[src/rtl/cpg_pkg.sv]
package cpg_pkg;

  typedef enum logic [1:0] {
    KIND_FETCH = 2'b00,
    KIND_TABLE = 2'b01,
    KIND_PROG  = 2'b10,
    KIND_RSVD  = 2'b11
  } reqKind_e;

  // Strobes from the policy control to the response datapath
  typedef struct packed {
    logic load;    // a request is being answered
    logic allow;   // the request is permitted
    logic selInt;  // target lies in the internal region
  } gateStrobe_t;

endpackage

[src/rtl/cpg_option_store.sv]
module cpg_option_store (
  input  logic clk,
  input  logic rst_n,
  input  logic optWrLock,
  input  logic optWrRestrict,
  input  logic chipErase,
  input  logic progWrite,
  output logic lockBit,
  output logic restrictBit,
  output logic flashBlank
);

  // Cells behave as flash: programming only moves 1 -> 0, erase restores 1
  always_ff @(posedge clk or negedge rst_n) begin
    if (!rst_n) begin
      lockBit     <= 1'b1;
      restrictBit <= 1'b1;
      flashBlank  <= 1'b1;
    end else if (chipErase) begin
      lockBit     <= 1'b1;
      restrictBit <= 1'b1;
      flashBlank  <= 1'b1;
    end else begin
      if (optWrLock)     lockBit     <= 1'b0;
      if (optWrRestrict) restrictBit <= 1'b0;
      if (progWrite)     flashBlank  <= 1'b0;
    end
  end

endmodule

[src/rtl/cpg_policy.sv]
module cpg_policy
  import cpg_pkg::*;
#(
  parameter int ADDR_W    = 16,
  parameter int INT_BYTES = 16384
) (
  input  logic              reqValid,
  input  logic [1:0]        reqKind,
  input  logic [ADDR_W-1:0] reqAddr,
  input  logic [ADDR_W-1:0] srcAddr,
  input  logic              lockBit,
  input  logic              restrictBit,
  output gateStrobe_t       strobe
);

  localparam logic [ADDR_W-1:0] INT_LIMIT = ADDR_W'(INT_BYTES);

  logic     targetInt;
  logic     issuerInt;
  logic     allowRaw;
  reqKind_e kind;

  assign targetInt = (reqAddr < INT_LIMIT);
  assign issuerInt = (srcAddr < INT_LIMIT);
  assign kind      = reqKind_e'(reqKind);

  always_comb begin
    unique case (kind)
      KIND_FETCH: allowRaw = 1'b1;
      // restricted table reads from outside may not see internal code
      KIND_TABLE: allowRaw = restrictBit | issuerInt | ~targetInt;
      KIND_PROG:  allowRaw = lockBit;
      default:    allowRaw = 1'b0;
    endcase
  end

  always_comb begin
    strobe.load   = reqValid;
    strobe.allow  = reqValid & allowRaw;
    strobe.selInt = targetInt;
  end

endmodule

[src/rtl/cpg_datapath.sv]
module cpg_datapath
  import cpg_pkg::*;
#(
  parameter int DATA_W = 8
) (
  input  logic              clk,
  input  logic              rst_n,
  input  gateStrobe_t       strobe,
  input  logic [DATA_W-1:0] intData,
  input  logic [DATA_W-1:0] extData,
  output logic              respValid,
  output logic              grant,
  output logic              violation,
  output logic [DATA_W-1:0] dataOut
);

  logic [DATA_W-1:0] picked;

  assign picked = strobe.selInt ? intData : extData;

  always_ff @(posedge clk or negedge rst_n) begin
    if (!rst_n) begin
      respValid <= 1'b0;
      grant     <= 1'b0;
      violation <= 1'b0;
      dataOut   <= '1;
    end else begin
      respValid <= strobe.load;
      grant     <= strobe.allow;
      violation <= strobe.load & ~strobe.allow;
      dataOut   <= strobe.allow ? picked : '1;
    end
  end

endmodule

[src/rtl/codeReadGate.sv]
module codeReadGate
  import cpg_pkg::*;
#(
  parameter int ADDR_W    = 16,
  parameter int DATA_W    = 8,
  parameter int INT_BYTES = 16384
) (
  input  logic              clk,
  input  logic              rst_n,
  input  logic              reqValid,
  input  logic [1:0]        reqKind,
  input  logic [ADDR_W-1:0] reqAddr,
  input  logic [ADDR_W-1:0] srcAddr,
  input  logic [DATA_W-1:0] intData,
  input  logic [DATA_W-1:0] extData,
  input  logic              optWrLock,
  input  logic              optWrRestrict,
  input  logic              chipErase,
  input  logic              progWrite,
  output logic              respValid,
  output logic              grant,
  output logic              violation,
  output logic [DATA_W-1:0] dataOut,
  output logic              flashBlank
);

  logic        lockBit;
  logic        restrictBit;
  gateStrobe_t strobe;

  cpg_option_store u_opts (
    .clk          (clk),
    .rst_n        (rst_n),
    .optWrLock    (optWrLock),
    .optWrRestrict(optWrRestrict),
    .chipErase    (chipErase),
    .progWrite    (progWrite),
    .lockBit      (lockBit),
    .restrictBit  (restrictBit),
    .flashBlank   (flashBlank)
  );

  cpg_policy #(.ADDR_W(ADDR_W), .INT_BYTES(INT_BYTES)) u_policy (
    .reqValid   (reqValid),
    .reqKind    (reqKind),
    .reqAddr    (reqAddr),
    .srcAddr    (srcAddr),
    .lockBit    (lockBit),
    .restrictBit(restrictBit),
    .strobe     (strobe)
  );

  cpg_datapath #(.DATA_W(DATA_W)) u_dp (
    .clk      (clk),
    .rst_n    (rst_n),
    .strobe   (strobe),
    .intData  (intData),
    .extData  (extData),
    .respValid(respValid),
    .grant    (grant),
    .violation(violation),
    .dataOut  (dataOut)
  );

endmodule

[config.mk]
export PLATFORM = sky130hd
export DESIGN_NAME = codeReadGate
export DESIGN_NICKNAME = d
export VERILOG_FILES = /design/src/rtl/cpg_pkg.sv /design/src/rtl/cpg_option_store.sv /design/src/rtl/cpg_policy.sv /design/src/rtl/cpg_datapath.sv /design/src/rtl/codeReadGate.sv
export SDC_FILE = /design/constraint.sdc
export NUM_CORES = 1
export LEC_CHECK = 0
export ABC_CLOCK_PERIOD_IN_PS = 3500
export BUFFER_PORTS_ARGS = -buffer_cell sky130_fd_sc_hd__buf_2
export CORE_UTILIZATION = 34
export CTS_CLUSTER_SIZE = 8
export DETAILED_ROUTE_END_ITERATION = 8
export PLACE_DENSITY = 0.82
export SLEW_MARGIN = 5
export SYNTH_ARGS = -nofsm -noshare
export SYNTH_HDL_FRONTEND = slang
export SYNTH_SLANG_ARGS = --single-unit
export TNS_END_PERCENT = 100
[constraint.sdc]
create_clock -name clk -period 3.5 [get_ports clk]
set_clock_uncertainty 0.05 [all_clocks]
set_input_delay 0.525 -clock clk [delete_from_list [all_inputs] [get_ports clk]]
set_output_delay 0.525 -clock clk [all_outputs]
set_load 0.05 [all_outputs]
[Yosys cells after proc, flatten, opt, wreduce, memory -nomap -nowiden]
Index checks and enable logic that the tools add are counted.
Storage, ports and cells
  register bits after elaboration: 14
  latch bits: 0
  memory bits (writable): 0
  ROM bits: 0
  input port bits: 57
  output and inout bits: 12
  word-level logic and storage cells: 30
  memories: 0
Cells by class
  $add $sub $neg: 0
  $mul: 0
  divide/modulo/power cells: 0
  $lt $le $gt $ge: 2
  equal/unequal tests: 2
  shift-type cells: 0
  multiplexer cells: 9
  bitwise gates (word level): 6
  reduce and logical (&&, ||, !) cells: 4
Operators with widths (count)
  < comparator 16 x 15 -> 1 bit (second input constant): 2
  two-way mux 8 bit: 2
  two-way mux 1 bit: 6
  nonzero test 2 bit: 3
  one-hot mux 1 bit (3 select lines): 1
  AND 1 bit: 2
  == test 2 x 1 -> 1 bit (second input constant): 1
  == test 2 bit (second input constant): 1
  logical NOT 2 bit: 1
  NOT 1 bit: 2
  OR 1 bit: 2

[Depth between registers and ports, before layout]
Gate-level depths: netlist of the first run.
  depth after elaboration: 7
  gate-level depth with buffers: 4
  depth with buffers taken out: 3

[Cells and area by module]
Synthesis of the first run repeated with hierarchy kept, for this count alone.
Unflattened totals
  cells, all modules: 47
  area, all modules: 595.6 um^2
Modules (own cells, without submodules)
  cpg_datapath: instances 1, cells an instance 30, area each 417.9 um^2, seq. area each 285.3 um^2
  cpg_option_store: instances 1, cells an instance 9, area each 112.6 um^2, seq. area each 78.8 um^2
  cpg_policy: instances 1, cells an instance 8, area each 65.1 um^2, seq. area each 0.0 um^2

[Least setup slack after synthesis of the first run]
Ideal clock, no wire load.
  kind: in2reg
  start point: in srcAddr[15]
  end point: reg u_dp.dataOut[0]
  library setup time: 99 ps
  data arrival time: 1258 ps
  required time: 3351 ps
  slack: 2093 ps
  stages: 3
  buffers on the path: 0
  cell sequence: or2_4 > a221oi_4 > nand3_1
RTL lines
  from (decl): RTL line codeReadGate.sv:13  | input logic [ADDR_W-1:0] srcAddr,
  to (signal assigned): RTL line cpg_datapath.sv:31  | dataOut <= strobe.allow ? picked : '1;
  to (decl): RTL line cpg_datapath.sv:14  | output logic [DATA_W-1:0] dataOut

[Worst setup path in the final report of the first run]
  start point: reg u_opts.flashBlank
  end point: out flashBlank
RTL lines
  from (decl): RTL line cpg_option_store.sv:10  | output logic flashBlank
  from (signal assigned): RTL line cpg_option_store.sv:18  | flashBlank <= 1'b1;
  from (signal assigned): RTL line cpg_option_store.sv:22  | flashBlank <= 1'b1;
  from (signal assigned): RTL line cpg_option_store.sv:26  | if (progWrite) flashBlank <= 1'b0;
  to (decl): RTL line codeReadGate.sv:24  | output logic flashBlank
No word-level cell between the ends.

==> results.yml, run 1 <==
timing:
  grt_setup_unrepaired: "false"
  slew_headroom_pct: 64.55
  tns_ns: 0
  timing.fmax_ghz: 0.6080
  fin_crit_ns: 1.645
  holdWs_ns: 0.06972
  maxSlewViolCount: 0
  setup_viol: 0
  finalHoldViolCount: 0
  worst_slew_pin_slew_ns: 0.5299
  fin_crit_sh_pct: 46.99
global_routing:
  overflow: 0
  grt_use_total_pct: 16.16
  antenna_found_initial: 0
  grt_max_degree: 15
  grt_pass1_wl_mm: 2.173
  grt_pass1_vias: 526
setup_path:
  cp_cell_sequence: "buf_2"
  cp-end-kind: "primary output"
  critical_path_class: "reg -> out"
  critPathRequiredTime_ns: 2.92
  cp-start-kind: "register"
  crit_buf_inv: 1
  cpMaxStageDelayCell: "dfstp_2"
  cp_max_fo: 2
  path_delay_family: "flip-flops"
  crit_arrival_ns: 1.07
  critPathMaxStageDelay_ns: 0.54
route:
  drc: 6
  ant_nets: 0
  drt-pass1-iter-count: 6
  viasPerCell: 4.823
  drt_iter0_drc: 13
  routedWlPerCell_um: 11.61
  routed_wl_mm: 1.312
  vias: 545
status:
  failed_checks: "design-rule violations"
  status: "finished with violations"
place:
  gp_congestion: 0.7022
  place_area_sq_um: 808.3
  io_buffers: 40
floorplan:
  die_h_um: 43.72
  fp.coreArea_sq_mm: 0.001559
  start_util_pct: 37.96
  ios: 69
  rows: 14
  dieArea_sq_mm: 0.001911
  die_w_um: 43.72
yosys:
  synth_top_area_share_pct: 48.84
  ys_ff_latch: 14
  ys_top_cells_by_area: "dfstp_2 49%, dfrtp_1 13%, nand2_1 10%"
  yosys.area.top_type: "dfstp_2"
  yosysWarnings: 0
  syn_nets: 111
  ys_seq_area_share_pct: 61.52
  synth_area_sq_um: 591.8
  avgSynthCellArea_sq_um: 10.96
  syn_inst: 54
  synth.distinct_cells: 14
finish:
  utilization_pct: 53.53
  multi_input_area_sq_um: 209.0
  nNetsFinal: 155
  seq_area_sq_um: 364.1
  final_layout_size_suffix_gt1_share_pct: 59.79
  area_growth_pct: 41.01
  finalInstanceArea_sq_um: 834.6
  diodes: 0
  n_fill_cell: 162
cts:
  cts_inserted_buffers: 3
  post_cts_buffers: 0
  clock_latency_ns: 0.28
  cts.sinks: 14
  cts-resized-gates: 0
  clock_path_buffers: 2
  ctsHoldBuffers: 0
  htreeDepth: 1
  cts_tree: "built"
  root_buffer: "clkbuf_4"
  path_clk_slew_ns: 0.08
power:
  vdd_drop_max_mv: 0.1900
  p_leak_uw: 0.0004295
  power_density_mw_per_mm2: 428.7
job:
  drv_cap: 0
worst_hold_path:
  hp-class: "in -> async"
[cells by family after synthesis]
family                 after synthesis  share of synthesized area (%)
and+or+nand+nor                     30                          25.80
buffers and inverters                5                          3.170
DFF                                 14                          61.52
AOI/OAI and AO/OA                    5                          9.515
[registers in the layout, indices dropped and copies added, names as in the netlist]
signal              count
u_dp.respValid          1
u_opts.restrictBit      1
u_dp.dataOut            8
u_dp.grant              1
u_opts.lockBit          1
u_dp.violation          1
u_opts.flashBlank       1
[area by class of cell]
class                      instances  share of cell area [%]
sequential                        14                   43.63
multi-input combinational         35                   25.04
timing repair buffer              40                   23.99
clock buffer                       4                   3.148
tap                               16                   2.399
inverter                           4                   1.799
[synth_stat cells]
| master | number |
|---|---|
| a21o_1 | 3 |
| a221oi_4 | 1 |
| a22oi_1 | 1 |
| buf_1 | 1 |
| dfrtp_1 | 3 |
| dfstp_2 | 11 |
| inv_1 | 4 |
| nand2_1 | 16 |
| nand2b_1 | 1 |
| nand3_1 | 8 |
| nor2_1 | 2 |
| nor4b_4 | 1 |
| or2_2 | 1 |
| or2_4 | 1 |
[worst register-to-register path, delay by kind of cell (launching register included)]
family	cells	cell delay, ns
and+or+nand+nor	2	0.21
DFF	1	0.56
AOI/OAI and AO/OA	1	0.46
[cells in the final DEF, fill, tap and decap left out]
master,count
dfstp_2,11
clkbuf_4,3
nor4b_4,1
or2_4,1
a21o_1,3
dfrtp_1,3
a22oi_1,1
a221oi_4,1
inv_1,4
nand2b_1,1
nand3_1,8
nor2_1,2
buf_2,40
clkbuf_1,1
nand2_1,16
or2_2,1
[routing by layer]
| metal | wire [um] | GRT usage [%] |
|---|---|---|
| met4 | 19 | 11.25 |
| met3 | 112 | 4.167 |
| met5 | 0 | 0 |
| met2 | 709 | 27.76 |
| met1 | 470 | 17.07 |
[worst paths after layout]
| path | startpoint | endpoint | slack, ns | cells after the start |
|---|---|---|---|---|
| min in group clk | reqValid | u_dp.respValid | 0.32 | 1 |
| max | u_opts.flashBlank | flashBlank | 1.86 | 1 |
| min reg2reg | u_opts.lockBit | u_opts.lockBit | 0.48 | 1 |
| max reg2reg | u_opts.restrictBit | u_dp.dataOut[2] | 2.12 | 3 |
| max in group asynchronous | rst_n | u_dp.dataOut[4] | 3.03 | 1 |
| min | rst_n | u_dp.respValid | 0.07 | 1 |
[metrics by stage]
step / setup slack (ns) / total power [uW] / std cells
floorplan: 2.093 / 237.8 / 54
global placement: 1.876 / 267.3 / 109
detailed placement: 1.815 / 269.7 / 109
CTS: 1.844 / 364.3 / 113
global route: 1.826 / 377.2 / 113
finish: 1.855 / 357.7 / 113
[where the power goes]
group / total [uW] / switching (uW) / internal, uW
Clock: 92.0 / 47.9 / 44.2
Combinational: 84.0 / 57.3 / 26.7
Sequential: 182 / 3.37 / 178
Total: 358 / 109 / 249
Power figures use the tool's default switching activity.
==> run 2, diff against run 1 <==
ABC_AREA = 1   (was default)
ABC_CLOCK_PERIOD_IN_PS = 1380   (was 3500)
CORE_UTILIZATION = 32   (was 34)
PLACE_DENSITY = 0.75   (was 0.82)
clock period = 1.38 ns   (was 3.5 ns; I/O delays follow)
==> results.yml, run 2 <==
yosys:
  synth.distinct_cells: 17
  yosys.area.top_type: "dfstp_2"
  synth_common_cells: "16 x inv_1, 11 x dfstp_2, 8 x nand2_1, 8 x o21ai_2, 6 x nand4_1"
  synth_top_area_share_pct: 40.03
  syn_nets: 124
  yosysWarnings: 0
  ys_top_cells_by_area: "dfstp_2 40%, dfrtp_1 10%, o21ai_2 9.7%"
  synth_ff_type: "dfstp_2"
  synth_edf_count: 0
  avgSynthCellArea_sq_um: 10.78
  synth_area_sq_um: 721.9
  ys_ff_latch: 14
  ys_seq_area_share_pct: 50.43
  syn_inst: 67
  synthArstFlopShare_pct: 100.0
  yosysMostFrequentCell: "inv_1"
finish:
  nNetsFinal: 168
  largest_reg_flops: 8
  diodes: 0
  area_growth_pct: 35.53
  seq_area_sq_um: 364.1
  final_common_cell: "buf_2"
  layout_common_cells: "40 x buf_2, 16 x inv_1, 11 x dfstp_2, 8 x nand2_1, 8 x o21ai_2"
  multi_input_area_sq_um: 274.0
  finalInstanceArea_sq_um: 978.4
  final_layout_size_suffix_gt1_share_pct: 64.55
  final_cell_count_no_fill: 137
  registers.top_by_ff_count: "u_dp.dataOut"
  n_fill_cell: 200
timing:
  maxSlewViolCount: 0
  grt_setup_unrepaired: "false"
  fin_crit_ns: 1.306
  timing.fmax_ghz: 0.7657
  fin_crit_sh_pct: 94.64
  worst_slew_pin_slew_ns: 0.3416
  holdWs_ns: 0.03358
  tns_ns: 0
  finalHoldViolCount: 0
  slew_headroom_pct: 77.22
  setup_viol: 0
route:
  drc: 0
  vias: 582
  routed_wl_mm: 1.350
  drt-pass1-iter-count: 2
  ant_nets: 0
  drt_iter0_drc: 1
  viasPerCell: 4.248
  routedWlPerCell_um: 9.854
setup_path:
  r2r-end: "u_dp.dataOut[3]"
  cpMaxStageDelayCell: "dfstp_2"
  cp-end-kind: "primary output"
  r2r_slack_ns: 0.22
  cp-start-kind: "register"
  path_delay_family: "flip-flops"
  critical_path_class: "reg -> out"
  reg2regPathDepth: 3
  crit_buf_inv: 1
  path_depth: 1
  critPathRequiredTime_ns: 1.12
  cp_cell_sequence: "buf_2"
  critPathMaxStageDelay_ns: 0.53
  cp_max_fo: 2
  crit_arrival_ns: 1.05
  r2r-start: "u_opts.lockBit"
floorplan:
  ios: 69
  die_h_um: 49.50
  fp.coreArea_sq_mm: 0.002042
  rows: 16
  dieArea_sq_mm: 0.002450
  die_w_um: 49.50
  start_util_pct: 35.36
global_routing:
  grt_pass1_vias: 549
  grt_max_degree: 18
  antenna_found_initial: 0
  grt_use_total_pct: 13.28
  grt_pass1_wl_mm: 2.359
  overflow: 0
cts:
  cts_inserted_buffers: 3
  ctsHoldBuffers: 1
  post_cts_buffers: 0
  cts_tree: "built"
  clock_latency_ns: 0.27
  htreeDepth: 1
  path_clk_slew_ns: 0.07
  cts.sinks: 14
  cts-resized-gates: 0
  root_buffer: "clkbuf_4"
  clock_path_buffers: 2
job:
  drv_cap: 0
power:
  p_sw_uw: 280.7
  p_int_uw: 686.7
  pwr-share-clk_pct: 28.1
  p_leak_uw: 0.0005130
  seqPwrFrac_pct: 47.2
  power_density_mw_per_mm2: 988.8
  combPwrFrac_pct: 24.7
  netSwitchingFraction_pct: 29.02
  vdd_drop_max_mv: 0.5289
status:
  status: "complete, no violations"
place:
  place_area_sq_um: 932.1
  io_buffers: 40
  gp_congestion: 0.7118
  dp_hpwl_mm: 1.106
  place_inst: 132
worst_hold_path:
  hold_end: "u_opts.flashBlank"
  hp-class: "in -> reg"
  min_from: "progWrite"
  min_path_cells: 2
-- run 2: changes by cell type after synthesis, moves of 2 or more --
cell	previous run	this run
nand2_1	16	8
nand4_1	0	6
o21ai_2	0	8
inv_1	4	16
nand4_2	0	2
nand2_4	0	2
a21o_1	3	0
o21ai_0	0	3
nand3_1	8	0
-- run 2: worst max path at each step --
| stage | start | endpoint |
|---|---|---|
| 2_1_floorplan | u_opts.lockBit | u_dp.violation |
| 3_3_place_gp | reqAddr[15] | u_dp.grant |
| 3_5_place_dp | reqAddr[15] | u_dp.grant |
| 4_1_cts | u_opts.flashBlank | flashBlank |
| 5_1_grt | u_opts.flashBlank | flashBlank |
| 6_report | u_opts.flashBlank | flashBlank |
-- run 2: power by group through the flow --
stage / clock network (uW) / logic (uW) / registers, uW
floorplan: 0 / 82.5 / 544
global placement: 0 / 235 / 463
detailed placement: 0 / 238 / 464
CTS: 276 / 242 / 457
global route: 298 / 258 / 460
finish: 272 / 239 / 457
-- run 2: logic make-up after synthesis --
| group | Yosys count | synth area share (%) |
|---|---|---|
| compound gates | 13 | 14.73 |
| buf+inv | 18 | 11.61 |
| flops | 14 | 50.43 |
| simple gates | 22 | 23.22 |
-- run 2: area by class of cell --
cell class	instances	share of cell area, %
Inverter	16	6.138
Timing Repair Buffer	41	21.48
Sequential cell	14	37.21
Clock buffer	4	3.708
Tap cell	27	3.453
Multi-Input combinational cell	35	28.01
-- run 2: metrics by stage --
stage / power (uW) / utilization, % / worst slack, ns
global placement: 698.3 / 45.65 / 0.2560
detailed placement: 701.8 / 45.65 / 0.2390
CTS: 975.4 / 47.92 / 0.06674
floorplan: 626.9 / - / 0.3346
global route: 1016 / 47.92 / 0.04744
finish: 967.4 / 47.92 / 0.07396
-- run 2: metal layers --
| metal | vias to the layer above | global-route usage [%] | part of all wire, % | wire length, um |
|---|---|---|---|---|
| met5 | - | 0 | 0 | 0 |
| met4 | 0 | 10.00 | 3.4 | 46 |
| met3 | 4 | 1.852 | 6.3 | 85 |
| met2 | 22 | 21.92 | 49 | 668 |
| met1 | 256 | 15.53 | 41 | 549 |
| li1 | 300 | - | - | - |
